<file path="src/rtl/loop_issuer.sv">
module loop_issuer #(
  parameter int OP_W  = 8,
  parameter int REG_W = 5,
  parameter int MAXVL = 8,
  parameter int IDX_W = $clog2(MAXVL),
  parameter int VL_W  = $clog2(MAXVL + 1)
) (
  input  logic             clk,
  input  logic             rst_n,
  input  logic             loop_en,
  input  logic             in_valid,
  output logic             in_ready,
  input  logic [OP_W-1:0]  in_op,
  input  logic [REG_W-1:0] in_rd,
  input  logic [REG_W-1:0] in_ra,
  input  logic [REG_W-1:0] in_rb,
  input  logic [2:0]       in_vec,
  input  logic [VL_W-1:0]  in_vl,
  input  logic [2:0]       in_crf,
  output logic             out_valid,
  input  logic             out_ready,
  output logic [OP_W-1:0]  out_op,
  output logic [REG_W-1:0] out_rd,
  output logic [REG_W-1:0] out_ra,
  output logic [REG_W-1:0] out_rb,
  output logic [IDX_W-1:0] out_idx,
  output logic             out_last,
  output logic             out_cin,
  output logic [2:0]       out_crf,
  input  logic             res_valid,
  input  logic [IDX_W-1:0] res_idx,
  input  logic             res_cout,
  input  logic             res_ovf,
  input  logic             csr_we,
  input  logic             csr_sel,
  input  logic [MAXVL-1:0] csr_wdata,
  output logic [MAXVL-1:0] csr_rdata
);
  localparam logic [2:0] LOOP_CRF = 3'd6;

  logic             busy;
  logic             loop_q;
  logic [OP_W-1:0]  op_q;
  logic [REG_W-1:0] rd_q, ra_q, rb_q;
  logic [2:0]       vec_q, crf_q;
  logic [IDX_W-1:0] idx_q, lastidx_q;
  logic [MAXVL-1:0] carry_q, ovf_q;

  logic [VL_W-1:0]  vl_eff;
  logic             looping;
  logic [REG_W-1:0] step;

  assign vl_eff  = (int'(in_vl) > MAXVL) ? VL_W'(MAXVL) : in_vl;
  assign looping = loop_en && (vl_eff >= VL_W'(2));
  assign step    = REG_W'(idx_q);

  assign in_ready  = !busy;
  assign out_valid = busy;
  assign out_op    = op_q;
  assign out_idx   = idx_q;
  assign out_last  = (idx_q == lastidx_q);
  assign out_rd    = rd_q + (vec_q[0] ? step : '0);
  assign out_ra    = ra_q + (vec_q[1] ? step : '0);
  assign out_rb    = rb_q + (vec_q[2] ? step : '0);
  assign out_cin   = carry_q[idx_q];
  assign out_crf   = loop_q ? LOOP_CRF : crf_q;
  assign csr_rdata = csr_sel ? ovf_q : carry_q;

  always_ff @(posedge clk) begin
    if (!rst_n) begin
      busy      <= 1'b0;
      loop_q    <= 1'b0;
      op_q      <= '0;
      rd_q      <= '0;
      ra_q      <= '0;
      rb_q      <= '0;
      vec_q     <= '0;
      crf_q     <= '0;
      idx_q     <= '0;
      lastidx_q <= '0;
    end else if (!busy) begin
      if (in_valid) begin
        busy      <= 1'b1;
        loop_q    <= looping;
        op_q      <= in_op;
        rd_q      <= in_rd;
        ra_q      <= in_ra;
        rb_q      <= in_rb;
        vec_q     <= looping ? in_vec : 3'b000;
        crf_q     <= in_crf;
        idx_q     <= '0;
        lastidx_q <= looping ? IDX_W'(vl_eff - VL_W'(1)) : '0;
      end
    end else if (out_ready) begin
      if (out_last) busy <= 1'b0;
      else          idx_q <= idx_q + IDX_W'(1);
    end
  end

  always_ff @(posedge clk) begin
    if (!rst_n) begin
      carry_q <= '0;
      ovf_q   <= '0;
    end else begin
      if (csr_we && !csr_sel)  carry_q <= csr_wdata;
      else if (res_valid)      carry_q[res_idx] <= res_cout;
      if (csr_we && csr_sel)   ovf_q <= csr_wdata;
      else if (res_valid)      ovf_q[res_idx] <= res_ovf;
    end
  end


  idx_step_chk: assert property (@(posedge clk) disable iff (!rst_n)
    out_valid && out_ready && !out_last |=> out_valid && out_idx == $past(out_idx) + IDX_W'(1) && out_op == $past(out_op));

  last_ends_chk: assert property (@(posedge clk) disable iff (!rst_n)
    out_valid && out_ready && out_last |=> !out_valid && in_ready);

  stall_hold_chk: assert property (@(posedge clk) disable iff (!rst_n)
    out_valid && !out_ready |=> out_valid && $stable(out_idx) && $stable(out_rd) && $stable(out_ra) && $stable(out_rb) && $stable(out_crf));

  scalar_src_chk: assert property (@(posedge clk) disable iff (!rst_n)
    out_valid && out_ready && !out_last && !vec_q[1] |=> out_ra == $past(out_ra));

  loop_crf_chk: assert property (@(posedge clk) disable iff (!rst_n)
    out_valid && out_idx != '0 |-> out_crf == LOOP_CRF);

  carry_wb_chk: assert property (@(posedge clk) disable iff (!rst_n)
    res_valid && !csr_we |=> carry_q[$past(res_idx)] == $past(res_cout) && ovf_q[$past(res_idx)] == $past(res_ovf));

  csr_write_chk: assert property (@(posedge clk) disable iff (!rst_n)
    csr_we && !csr_sel |=> carry_q == $past(csr_wdata));
endmodule

</file>
<file path="config.mk">
export PLATFORM = sky130hd
export DESIGN_NAME = loop_issuer
export DESIGN_NICKNAME = d
export VERILOG_FILES = /design/src/rtl/loop_issuer.sv
export SDC_FILE = /design/constraint.sdc
export NUM_CORES = 1
export LEC_CHECK = 0
export CORE_UTILIZATION = 51
export DETAILED_ROUTE_END_ITERATION = 8
export DONT_BUFFER_PORTS = 1
export GPL_TIMING_DRIVEN = 0
export PLACE_DENSITY = 0.74
export SLEW_MARGIN = 30
export SYNTH_ARGS = -nofsm -noshare
export SYNTH_HDL_FRONTEND = slang
export SYNTH_SLANG_ARGS = --single-unit
</file>
<file path="constraint.sdc">
create_clock -name clk -period 2.64 [get_ports clk]
set_input_delay 0.264 -clock clk [delete_from_list [all_inputs] [get_ports clk]]
set_output_delay 0.264 -clock clk [all_outputs]
set_load 0.01 [all_outputs]
</file>
Word level (Yosys, flattened, before mapping)
Index checks and enable logic that the tools add are counted.
{"block": "classes", "addsub": 5, "eq_ne": 3, "bitwise_logic": 1, "n_mux": 26, "reduce_logical": 11, "magnitude_cmp": 5}
{"operator": "8-bit 2-to-1 mux", "n": 5}
{"operator": "3-bit 2-to-1 mux", "n": 10}
{"operator": "8-bit bitwise mux", "n": 2}
{"operator": "5-bit by 3-bit adder with 5-bit output", "n": 3}
{"operator": "3-bit by 4-bit < comparator with 1-bit output (second input constant)", "n": 2}
{"operator": "1-bit 2-to-1 mux", "n": 6}
{"operator": "2-bit nonzero test", "n": 3}
{"operator": "4-bit by 2-bit greater-or-equal comparator with 1-bit output (second input constant)", "n": 1}
{"operator": "4-bit greater-than comparator (second input constant)", "n": 1}
{"operator": "1-bit logical AND", "n": 4}
{"operator": "4-bit 2-to-1 mux", "n": 1}
{"operator": "2-bit inequality test (second input constant)", "n": 2}
{"operator": "3-bit by 1-bit adder with 3-bit output (second input constant)", "n": 1}
{"operator": "1-bit binary-select mux with 3-bit select", "n": 1}
{"operator": "1-bit demux with 3-bit select", "n": 1}
{"operator": "3-bit == test", "n": 1}
{"operator": "3-bit by 1-bit greater-or-equal comparator with 1-bit output (second input constant)", "n": 1}
{"operator": "3-bit AND reduction", "n": 1}
{"operator": "3-bit by 1-bit subtractor with 3-bit output (second input constant)", "n": 1}
{"operator": "1-bit zero test", "n": 2}
{"operator": "2-bit AND reduction", "n": 1}
{"operator": "1-bit NOT", "n": 1}
{"block": "totals", "inputBits": 54, "ff_bits": 53, "elab_cells": 63}

Longest topological paths before layout
Gate-level depths: netlist of the first run.
{"block": "depth", "ltp_word": 7, "depth_mapped": 8, "mapped_depth_nobuf": 7}

Worst setup path after synthesis of the first run
OpenSTA, ideal clock, no wires.
{"block": "synth_timing", "path_type": "flip-flop to output port", "from": "register idx_q[0], in the netlist out_idx[0]", "to": "output port out_ra[4]", "t_arrival_ps": 1680, "path_stages_with_launch": 9, "slack_ps": 696, "t_required_ps": 2376, "path_cell_list": "dfxtp_1 buf_6 and2_2 ha_1 inv_1 fa_1 nor2b_1 o21ai_0 xnor2_1"}
{"block": "synth_between", "elab_chain_len": 2}
{"element": "from (decl)", "line_no": "46", "text": "logic [IDX_W-1:0] idx_q, lastidx_q;"}
{"element": "from (signal assigned)", "line_no": "96", "text": "else idx_q <= idx_q + IDX_W'(1);"}
{"element": "3-bit 2-to-1 mux", "line_no": "63", "text": "assign out_ra = ra_q + (vec_q[1] ? step : '0);"}
{"element": "5-bit by 3-bit adder with 5-bit output", "line_no": "63"}
{"element": "to (decl)", "line_no": "24", "text": "output logic [REG_W-1:0] out_ra,"}
No other way between the ends.

Worst setup path in the final report of the first run
{"block": "layout_timing", "from": "register idx_q[0], in the netlist out_idx[0]", "to": "output port out_rd[4]"}
{"block": "layout_between", "elab_chain_len": 2}
{"element": "3-bit 2-to-1 mux", "line_no": "62", "text": "assign out_rd = rd_q + (vec_q[0] ? step : '0);"}
{"element": "5-bit by 3-bit adder with 5-bit output", "line_no": "62"}
{"element": "to (decl)", "line_no": "23", "text": "output logic [REG_W-1:0] out_rd,"}
No other way between the ends.

==> results of run 1 <==
-- cells by family after synthesis --
family	share of synthesized area
AND/OR/NAND/NOR	0.206
adder cells (fa/ha/maj)	0.0694
multiplexers	0.121
XOR/XNOR	0.0369
flip-flops	0.372
AO/OA/AOI/OAI	0.143
buffers and inverters	0.0518
-- flip-flops by register name (all words and copies together), names as in the netlist --
register   flops
ra_q           5
out_idx        3
crf_q          3
loop_q         1
ovf_q          8
carry_q        8
vec_q          3
rb_q           5
lastidx_q      3
out_valid      1
out_op         8
rd_q           5
-- report_power, final --
group / switching [W] / internal, W / total (W) / leakage (nW)
clock network: 0.000259 / 0.000209 / 0.000468 / 0.0443
logic: 0.000142 / 0.0000954 / 0.000237 / 0.762
registers: 0.0000358 / 0.000849 / 0.000884 / 0.436
-- metal layers --
layer / GRT usage / share of wire
met1: 0.286 / 0.44
met3: 0.0464 / 0.051
met5: 0 / 0
met4: 0.0923 / 0.012
met2: 0.398 / 0.49
-- layout make-up --
cell class,instances,area [sq um]
plain buffers,22,110
inverters,10,37.5
flip-flops and latches,53,1060
well taps,70,87.6
multi-input cells,244,1640
fillers,476,2210
clock buffers,7,86.3
-- placed cells by master, fill, tap and decap left out, drive strengths merged, types with 3 or more instances in the layout --
cell type	Yosys	layout
nand2	68	68
dfxtp	53	53
a21oi	36	36
mux2i	19	19
nor2	16	16
a211oi	16	16
clkbuf	8	15
buf	14	14
xnor2	11	11
ha	11	11
inv	9	9
mux2	9	9
nand3	8	8
and2	7	7
nor2b	5	5
a21o	4	4
nand4b	4	4
a31oi	4	4
nand2b	3	3
o21ai	3	3
and4bb	3	3
fa	3	3
-- what timing repair did --
item | CTS | global route
resized for setup | 0 | 1
endpoints found under the setup margin | 0 | 1
endpoints found under the hold margin | 0 | 0
setup buffers | 0 | 0
hold buffers | 0 | 0
-- worst reg2reg max path, delay by kind of cell (launching register included) --
family,cells,cell delay (ns)
DFF,1,0.41
AOI/OAI and AO/OA,2,0.57
buffers and inverters,1,0.25
xor gates and xnor gates,1,0.18
-- worst paths after layout --
kind,start,cells after the start,endpoint,slack (ns)
max,out_idx[0],8,out_rd[4],0.24
min,out_ready,1,out_valid,0.06
max reg2reg,out_idx[1],4,out_idx[0],1.15
min reg2reg,rd_q[2],2,rd_q[2],0.46
-- metrics by stage --
stage / cell area [sq um] / worst slack (ns) / total power [W] / std cells / hold WS [ns]
global route: 3020 / 0.0583 / 0.00166 / 406 / 0.0638
detailed placement: 2940 / 0.511 / 0.00114 / 399 / 0.387
CTS: 3020 / 0.165 / 0.00160 / 406 / 0.0599
floorplan: 2850 / 0.696 / 0.00109 / 329 / 0.371
global placement: 2940 / 0.524 / 0.00113 / 399 / 0.374
finish: 3020 / 0.243 / 0.00159 / 406 / 0.0626
==> run_results.csv, run 1 <==
group,metric,value,unit
yosys,synth_top_area_frac,0.372,
sta,setup_viol,0,
yosys,yosysSeqAreaShare,0.372,
floorplanning,io_pins,95,
worst_setup_path,critPathTopFamily,"adder cells",
place,portBuffers,0,
worst_setup_path,cp-end-kind,"output port",
yosys,synth_edf_count,0,
power,p_leak,1.24,nW
floorplanning,num_rows,26,
yosys,synthTopCellsByCount,"nand2_1, dfxtp_1, a21oi_1, mux2i_1",
grt,grt_max_degree,15,
detailed_routing,viasPerCell,5.61,
floorplanning,start_util,0.544,
yosys,synth-seq-cells,53,
sta,fmax,0.417,GHz
worst_setup_path,crit_chain,"buf_6 > and2_2 > ha_1 > inv_1 > fa_1 > nor2b_1 > o21ai_0 > xnor2_1",
floorplanning,dieArea,5890,sq um
place,gp_congestion,0.798,
cts,clock_latency,0.30,ns
worst_setup_path,start_kind,"flop",
power,ir_worst_vdd,280,uV
yosys,synth_cells,329,
detailed_routing,postRouteAntennaNets,0,
finish,utilization,0.577,
sta,tightest_slew,0.513,ns
job,drv_cap,0,
worst_setup_path,worst_ep_required_time,2.38,ns
yosys,synth_cell_types,39,
yosys,async_flop_share,0,
sta,min_period_over_period,0.908,
detailed_routing,wl_per_cell,16.0,microns
worst_setup_path,max_stage_delay,0.40,ns
cts,cts_buffers,5,
grt,gr-total-overflow,0,
hold_path,min_path_type,"in2reg",
yosys,synthesis.nets,397,
worst_setup_path,arrival,2.13,ns
yosys,yosys_warnings,0,
detailed_routing,vias,2277,
detailed_routing,drt-pass1-iter-count,4,
yosys,yosysMostFrequentCell,"nand2_1",
detailed_routing,drtIter0Drc,108,
floorplanning,die_w,76.7,microns
yosys,avgSynthCellArea,8.66,sq um
cts,clock_path_buffers,2,
worst_setup_path,crit_fanout,9,
sta,rsz0062_at_grt,"no",
worst_setup_path,crit_buf_inv,2,
grt,grt_pass1_wl,10800,microns
grt,grt_usage,0.233,
detailed_routing,drc,0,
yosys,yosys.area.top_type,"dfxtp_1",
cts,htreeDepth,2,
outcome,status,"completed",
sta,relSlewSlack,0.658,
grt,grt_pass1_vias,2318,
power,powerDensity,526,nW/um^2
finish,drive_above_1_share,0.119,
cts,cts.sinks,53,
place,place_hpwl,4850,microns
finish,fin_nets,404,
cts,cts_tree,"yes",
yosys,netlist_area,2850,sq um
finish,n_antenna_cell,0,
sta,hold_violations,0,
grt,antenna_found_initial,0,
yosys,synthTopCellsByArea,"dfxtp_1, nand2_1, mux2i_1",
worst_setup_path,crit_type,"reg2out",
yosys,synthFlopType,"dfxtp_1",
floorplanning,core_area,5240,sq um
sta,setup_tns,0,ns
worst_setup_path,slowest_stage,"fa_1",
sta,clock_skew,0.00266,ns
sta,fin_crit,2.40,ns
cts,root_buffer,"clkbuf_8",
finish,area_delta_synth_final,6.15,%
detailed_routing,drt-total-wl,6510,microns
cts,path_clk_slew,0.09,ns
floorplanning,chipHeight,76.7,microns
sta,slew_viol_final,0,
Note: power is estimated with default switching activity, not from simulation.
==> run 2, diff against run 1 <==
PLACE_DENSITY = 0.77   (was 0.74)
clock period = 2.1 ns   (was 2.64 ns; I/O delays follow)
==> run 2 against run 1 <==
Compared with the run above: the run now ends with setup timing left; die area unchanged; global-route usage grew 0.59 points; cell count is 0.99% higher; via count grew 2.3%; non-clock buffer count rose by 3; sequential share of layout area shrank 2.0 points; core utilization up 3.8 points; largest cell class unchanged.
==> run_results.csv, run 2 (synthesis results as in run 1) <==
group,metric,value,unit
finish,fin_nets,407,
hold_path,min_from,"in_op[1]",
hold_path,whs_path_depth,2,
power,p_leak,1.32,nW
sta,slew_viol_final,0,
finish,area_delta_synth_final,13.0,%
sta,relSlewSlack,0.621,
floorplanning,io_pins,95,
floorplanning,die_w,76.7,microns
place,placed_cell_area,2940,sq um
place,gp_congestion,0.801,
floorplanning,num_rows,26,
detailed_routing,drc,0,
cts,path_clk_slew,0.10,ns
finish,utilization,0.615,
floorplanning,start_util,0.544,
sta,fin_crit,2.13,ns
worst_setup_path,start_kind,"flop",
worst_setup_path,reg2reg_setup_slack,0.61,ns
grt,grt_pass1_vias,2200,
cts,cts_buffers,5,
sta,hold_violations,0,
detailed_routing,wl_met3,408,microns
detailed_routing,wirelength_met1,2940,microns
place,portBuffers,0,
finish,n_antenna_cell,0,
sta,tightest_slew,0.569,ns
detailed_routing,met2WireLength,3350,microns
cts,root_buffer,"clkbuf_8",
grt,grt_max_degree,17,
grt,grt_pass1_wl,10900,microns
worst_setup_path,r2r-start,"out_idx[0]",
worst_setup_path,cp-end-kind,"output port",
finish,final_cell_mix,"nand2_1, dfxtp_1, a21oi_1",
power,ir_worst_vdd,484,uV
power,powerDensity,699,nW/um^2
detailed_routing,drt-pass1-iter-count,4,
worst_setup_path,worst_ep_required_time,1.89,ns
detailed_routing,viasPerCell,5.68,
finish,layout_commonest_cell,"nand2_1",
cts,clock_latency,0.31,ns
worst_setup_path,crit_fanout,4,
sta,clock_skew,0.00313,ns
sta,min_period_over_period,1.01,
finish,drive_above_1_share,0.191,
detailed_routing,drtIter0Drc,119,
detailed_routing,drt-total-wl,6770,microns
grt,gr-total-overflow,0,
floorplanning,dieArea,5890,sq um
floorplanning,core_area,5240,sq um
sta,rsz0062_at_grt,"yes",
worst_setup_path,r2r_end,"out_valid",
sta,holdWs,0.0176,ns
sta,fmax,0.469,GHz
sta,setup_slack,-0.0304,ns
hold_path,worstHoldEndpoint,"out_op[1]",
worst_setup_path,crit_type,"reg2out",
hold_path,min_path_type,"in2reg",
power,total_power,0.00225,W
place,place_hpwl,4860,microns
outcome,violations,"setup timing",
floorplanning,chipHeight,76.7,microns
cts,cts.sinks,53,
worst_setup_path,arrival,1.92,ns
detailed_routing,wl_per_cell,16.5,microns
cts,cts_tree,"yes",
cts,htreeDepth,2,
grt,grt_usage,0.239,
finish,fin_area,3220,sq um
cts,clock_path_buffers,2,
job,drv_cap,0,
worst_setup_path,reg2reg_depth,5,
sta,setup_viol,3,
detailed_routing,postRouteAntennaNets,0,
detailed_routing,top_layer,"met4",
detailed_routing,vias,2329,
grt,antenna_found_initial,0,
outcome,status,"finished with violations",
-- run 2: cell count changes in the layout (fill, tap and decap cells not counted), moves of 3 or more --
| cell | delta |
|---|---|
| fa_1 | -3 |
| ha_4 | +3 |
| xnor2_1 | -5 |
| ha_1 | -3 |
| fa_2 | +3 |
| xnor2_2 | +5 |
-- run 2: where the power goes --
group	switching, W	internal (W)
logic	0.000180	0.000129
registers	0.0000517	0.00107
clock network	0.000351	0.000474
-- run 2: area by class of cell --
class | instances | area (sq um)
Clock buffer | 5 | 68.8
Fill cell | 466 | 2020
Timing Repair Buffer | 3 | 25.0
Inverter | 10 | 37.5
Multi-Input combinational cell | 244 | 1750
Clock inverter | 3 | 65.1
Buffer | 22 | 120
Tap cell | 70 | 87.6
Sequential cell | 53 | 1070
-- run 2: timing repair --
action,CTS,global route
setup buffers,1,1
resized for setup,17,16
setup endpoints to repair,9,6
pin swaps,4,6
hold endpoints to repair,1,0
hold buffers,1,0
-- run 2: stage by stage --
| stage | setup WS (ns) | cells | TNS, ns |
|---|---|---|---|
| floorplan | 0.210 | 329 | 0 |
| global placement | 0.0370 | 399 | 0 |
| detailed placement | 0.00885 | 399 | 0 |
| CTS | -0.0919 | 409 | -0.201 |
| global route | -0.0997 | 410 | -0.320 |
| finish | -0.0304 | 410 | -0.0552 |
-- run 2: worst max path at each step --
stage / from / endpoint / cells after the start
finish: out_idx[0] / out_rd[2] / 7
global route: out_idx[0] / out_rd[4] / 8
CTS: out_idx[0] / out_rd[4] / 8
detailed placement: out_idx[0] / out_rd[4] / 8
global placement: out_idx[0] / out_rd[4] / 8
floorplan: out_idx[0] / out_ra[4] / 8
-- run 2: metal layers --
layer | global-route usage | up-vias
met5 | 0 | -
met4 | 0.0769 | 0
met3 | 0.0690 | 6
met2 | 0.397 | 60
met1 | 0.297 | 1114
li1 | - | 1149
-- run 2: worst max-delay path, stage by stage (launching register included) --
cell     delay [ns]
dfxtp_4        0.39
buf_8          0.11
and2_4         0.14
ha_4           0.13
inv_2          0.04
fa_2           0.39
buf_4          0.15
xnor2_1        0.26
